===== config.mk =====
export PLATFORM = sky130hd
export DESIGN_NAME = code_unscramble_reg
export DESIGN_NICKNAME = d
export VERILOG_FILES = /design/src/rtl/unscramble_pkg.sv /design/src/rtl/rotl_stage.sv /design/src/rtl/wrap_dec_stage.sv /design/src/rtl/hold_reg.sv /design/src/rtl/code_unscramble_reg.sv
export SDC_FILE = /design/constraint.sdc
export NUM_CORES = 1
export LEC_CHECK = 0
export ABC_AREA = 1
export ABC_CLOCK_PERIOD_IN_PS = 800
export BUFFER_PORTS_ARGS = -buffer_cell sky130_fd_sc_hd__buf_2
export CORE_AREA = 5 5 42 44
export CTS_BUF_LIST = sky130_fd_sc_hd__clkbuf_8
export CTS_CLUSTER_DIAMETER = 100
export DETAILED_ROUTE_END_ITERATION = 7
export DIE_AREA = 0 0 47 49
export HOLD_SLACK_MARGIN = 0.08
export SLEW_MARGIN = 15
export SYNTH_ARGS = -nofsm -noshare
export SYNTH_HDL_FRONTEND = slang
export SYNTH_SLANG_ARGS = --single-unit

===== constraint.sdc =====
create_clock -name clk -period 0.8 [get_ports clk]
set_input_delay 0.16 -clock clk [delete_from_list [all_inputs] [get_ports clk]]
set_output_delay 0.16 -clock clk [all_outputs]
set_load 0.01 [all_outputs]

===== src/rtl/unscramble_pkg.sv =====
package unscramble_pkg;
  localparam int DEFAULT_CODE_W = 3;
  localparam int ROT_AMOUNT     = 1;
endpackage


===== src/rtl/rotl_stage.sv =====
module rotl_stage #(
  parameter int W   = unscramble_pkg::DEFAULT_CODE_W,
  parameter int AMT = unscramble_pkg::ROT_AMOUNT
) (
  input  logic [W-1:0] din,
  output logic [W-1:0] dout
);
  localparam int SH = AMT % W;
  for (genvar i = 0; i < W; i++) begin : g_bit
    assign dout[(i + SH) % W] = din[i];
  end
endmodule


===== src/rtl/wrap_dec_stage.sv =====
module wrap_dec_stage #(
  parameter int W = unscramble_pkg::DEFAULT_CODE_W
) (
  input  logic [W-1:0] din,
  output logic [W-1:0] dout
);
  localparam logic [W-1:0] ONE = W'(1);
  always_comb dout = din - ONE;
endmodule


===== src/rtl/hold_reg.sv =====
module hold_reg #(
  parameter int W = unscramble_pkg::DEFAULT_CODE_W
) (
  input  logic         clk,
  input  logic         rst,
  input  logic         load,
  input  logic [W-1:0] d,
  output logic [W-1:0] q,
  output logic         seen
);
  always_ff @(posedge clk) begin
    if (rst) begin
      q    <= '0;
      seen <= 1'b0;
    end else if (load) begin
      q    <= d;
      seen <= 1'b1;
    end
  end
endmodule


===== src/rtl/code_unscramble_reg.sv =====
module code_unscramble_reg #(
  parameter int CODE_W = unscramble_pkg::DEFAULT_CODE_W
) (
  input  logic              clk,
  input  logic              rst,
  input  logic              enc_valid,
  input  logic [CODE_W-1:0] enc_code,
  output logic              plain_valid,
  output logic [CODE_W-1:0] plain_code
);
  logic [CODE_W-1:0] rotated;
  logic [CODE_W-1:0] decremented;

  rotl_stage #(.W(CODE_W), .AMT(unscramble_pkg::ROT_AMOUNT)) u_rotl (
    .din  (enc_code),
    .dout (rotated)
  );

  wrap_dec_stage #(.W(CODE_W)) u_dec (
    .din  (rotated),
    .dout (decremented)
  );

  hold_reg #(.W(CODE_W)) u_hold (
    .clk  (clk),
    .rst  (rst),
    .load (enc_valid),
    .d    (decremented),
    .q    (plain_code),
    .seen (plain_valid)
  );
endmodule


# Word-level counts from Yosys, hierarchy flattened
# Index checks and enable logic that the tools add are counted.
[word_totals] output_inout_bits=4 regBits=4 inputBits=6 word_cells=3
[op_classes] n_addsub=1
[op_table] op="$sub A3 B1 Y3 const B" count=1

# Depth between registers and ports, before layout
[logic_depth] word_depth=1 depth_mapped=7 ltp_nobuf=7

# Modules after synthesis
# From an unflattened synthesis, not the netlist that was laid out.
[unflattened] hier_cells=34 area_unflattened_um2=212.7
[by_module_without_submodules] mod="hold_reg" area_each_um2=147.6 seq_area_each_um2=80.1 cells_each=22 instances=1
[by_module_without_submodules] mod="wrap_dec_stage" area_each_um2=42.5 seq_area_each_um2=0.0 cells_each=9 instances=1
[by_module_without_submodules] mod="rotl_stage" area_each_um2=22.5 seq_area_each_um2=0.0 cells_each=3 instances=1

# Worst setup path before layout
# Ideal clock, no wire load.
[synth_path] path_type="in2reg" from="input enc_code[0]" to="register u_hold.q[2]" arrival_ps=571 setup_slack_ps=120 path_buffers=0 stages=6 setup_ps=109 path_cell_list="inv_1 -> ha_1 -> nand2_1 -> nand3_1 -> nand2_1 -> inv_1"
[synth_via] elab_chain_len=1
[synth_rtl] item="start: declaration" line_no="code_unscramble_reg.sv:7" text="input logic [CODE_W-1:0] enc_code,"
[synth_rtl] item="$sub A3 B1 Y3" line_no="wrap_dec_stage.sv:8" text="always_comb dout = din - ONE;"
[synth_rtl] item="end signal: assignment" line_no="hold_reg.sv:13" text="q <= '0;"
[synth_rtl] item="end signal: assignment" line_no="hold_reg.sv:16" text="q <= d;"
[synth_rtl] item="end: declaration" line_no="hold_reg.sv:8" text="output logic [W-1:0] q,"
# No other way between the ends.
# A chain may end at the register's enable or synchronous reset.

# Final worst setup path
[layout_path] from="register u_hold.q[2]" to="output plain_code[2]"
[layout_rtl] item="end: declaration" line_no="code_unscramble_reg.sv:9" text="output logic [CODE_W-1:0] plain_code"
# No word-level cell between the ends.

==> impl_metrics.ini <==
[outcome]
status = complete, no violations

[power]
switching_share_pct = 19.41
power_density_nw_per_um2 = 2356
max-vdd-ir-drop_mv = 0.5147
intPower_w = 0.0005916
clkPwrFrac_pct = 56.4
p_leak_nw = 0.1662
power_switching_w = 0.0001425
pwr-share-seq_pct = 31.2
comb_power_share_pct = 12.4

[sta]
finalSetupViolations = 0
finalCritPeriodShare_pct = 99.87
finalMaxSlewViolations = 0
slew_headroom_pct = 92.25
whs_ns = 0.1485
tightest_slew_ns = 0.1162
hold_viol_final = 0
rsz0062_at_grt = true
fmax_ghz = 1.252
finClkSkew_ns = 0
period_minus_slack_ns = 0.7989

[clocking]
clkLatencyLatePin_ns = 0.21
post_cts_buffers = 0
htreeDepth = 1
root_buffer = clkbuf_8
cts.path.max_buffers = 2
path_clk_slew_ns = 0.03
numCtsBuffers = 3
cts_num_sinks = 4
hold_buffers = 0
cts_tree = yes

[worst_setup_path]
crit_chain = buf_6
r2r_slack_ns = 0.18
rr_endpoint = u_hold.q[2]
crit_fanout = 2
path_delay_family = flip-flops
setup.worst_path.start_class = flip-flop
crit_buf_inv = 1
worstSetupEndpointType = output port
r2r-start = u_hold.q[2]
crit_slowest_cell = dfxtp_2
arrival_ns = 0.64
crit_type = reg -> out
r2r_cells = 4
max_stage_delay_ns = 0.31
critPathRequiredTime_ns = 0.64

[layout]
finalNonFillerCells = 51
final_nets = 44
drive_above_1_share_pct = 48.57
final_cell_mix = inv_1 (5), buf_2 (5), nor2_1 (4), buf_6 (4), dfxtp_2 (4)
antenna_cells = 0
syn_to_final_growth_pct = 85.82

[global_route]
grt_max_degree = 8
grt_first_pass_wirelength_um = 634
grt_use_total_pct = 4.577
grt_pass1_vias = 158
gr-total-overflow = 0
antenna_found_initial = 0

[die]
coreArea_um2 = 1401
die_h_um = 49
die_area_um2 = 2303
rows = 14
start_util_pct = 11.96
ios = 10
die_x_um = 47

[logic_synthesis]
synth_area_um2 = 167.7
synth_seq_cells = 4
syn_inst = 22
ys_seq_area_share_pct = 47.76
ys_warn_count = 0
synth_area_per_cell_um2 = 7.621
synth.net_count = 29
synth_cell_types = 8

[worst_hold_path]
min_from = rst
hold-path-cell-count = 2
hp-class = in -> reg
holdPathEnd = u_hold.seen

[route]
ant_nets = 0
drtIter0Drc = 0
via_per_inst = 3.176
vias = 162
wl_um = 403
dr.pass1.iters = 1
drc = 0
wire_per_inst_um = 7.902

[placed_design]
placed_cells_incl_taps = 48
hpwlAfterDp_um = 304.1
gp_congestion = 0.6400
io_buffers = 9

[flow_run]
maxCapViolations = 0
-- power by group through the flow --
stage          sequential, W  clock (W)  combinational (W)
3_3_place_gp        0.000225          0          0.0000754
5_1_grt             0.000231   0.000440           0.000101
3_5_place_dp        0.000225          0          0.0000762
2_1_floorplan       0.000233          0          0.0000275
4_1_cts             0.000229   0.000433          0.0000930
6_report            0.000229   0.000414          0.0000910
-- how the worst max path moves through the flow --
stage               slack, ns         from  cells after the start       endpoint
floorplan                0.12  enc_code[0]                      6    u_hold.q[2]
global placement       -0.002  enc_code[2]                      8    u_hold.q[2]
detailed placement      -0.03  enc_code[2]                      8    u_hold.q[2]
CTS                    -0.007  u_hold.seen                      1    plain_valid
global route            -0.02  u_hold.seen                      1    plain_valid
finish                  0.001  u_hold.q[2]                      1  plain_code[2]
-- cell families (layout without fill, tap and decap cells) --
family          count (synthesis)  count (layout)  share of synthesized area (%)
compound gates                  4               4                          14.92
fa+ha+maj                       1               1                          7.461
buf+inv                         5              18                          11.20
flops                           4               4                          47.76
simple gates                    8               8                          18.65
-- final cells by class --
cell class,instances,area [um2]
inverter,5,18.77
clock buffer,3,41.29
multi-input combinational,13,68.82
timing repair buffer,10,77.57
tap,16,20.02
sequential,4,85.08
fill,166,1090
-- per-stage QoR --
step / total power, W / cell area, um2 / worst slack [ns] / TNS (ns) / util [%]
after floorplan: 0.0002602 / 167.7 / 0.1202 / 0 / -
after global placement: 0.0003005 / 240.2 / -0.002202 / -0.002202 / 17.14
after detailed placement: 0.0003013 / 240.2 / -0.02596 / -0.02596 / 17.14
after CTS: 0.0007547 / 311.5 / -0.007270 / -0.02406 / 22.23
after global routing: 0.0007721 / 311.5 / -0.01807 / -0.06147 / 22.23
final: 0.0007341 / 311.5 / 0.001055 / 0 / 22.23
-- layer usage --
metal | routed length (um) | share of wire, % | track usage, % | vias up
li1 | - | - | - | 95
met1 | 151 | 37 | 3.736 | 61
met2 | 191 | 47 | 5.430 | 6
met3 | 59 | 15 | 3.321 | 0
met4 | 0 | 0 | 6.912 | 0
met5 | 0 | 0 | 0 | -
-- worst register-to-register path, stage by stage, from the launching register on --
cell     delay (ns)
dfxtp_2        0.31
nor2_1         0.08
nor2_1         0.04
nand2_1        0.05
inv_1          0.03
-- state kept, by name (all words and copies together), names as in the netlist --
register and flops:
u_hold.q 3, u_hold.seen 1
-- synth_stat cells (all sizes together) --
cell | instances | area (um2)
o21bai | 2 | 15.01
nand3 | 1 | 5.000
nand2 | 3 | 11.26
a21oi | 2 | 10.01
nor2 | 4 | 15.01
dfxtp | 4 | 80.08
inv | 5 | 18.77
ha | 1 | 12.51
-- what timing repair did --
item,CTS,global route
setup endpoints to repair,4,4
cloned,0,0
gates resized for setup,8,0
hold endpoints to repair,0,0
Power figures use the tool's default switching activity.
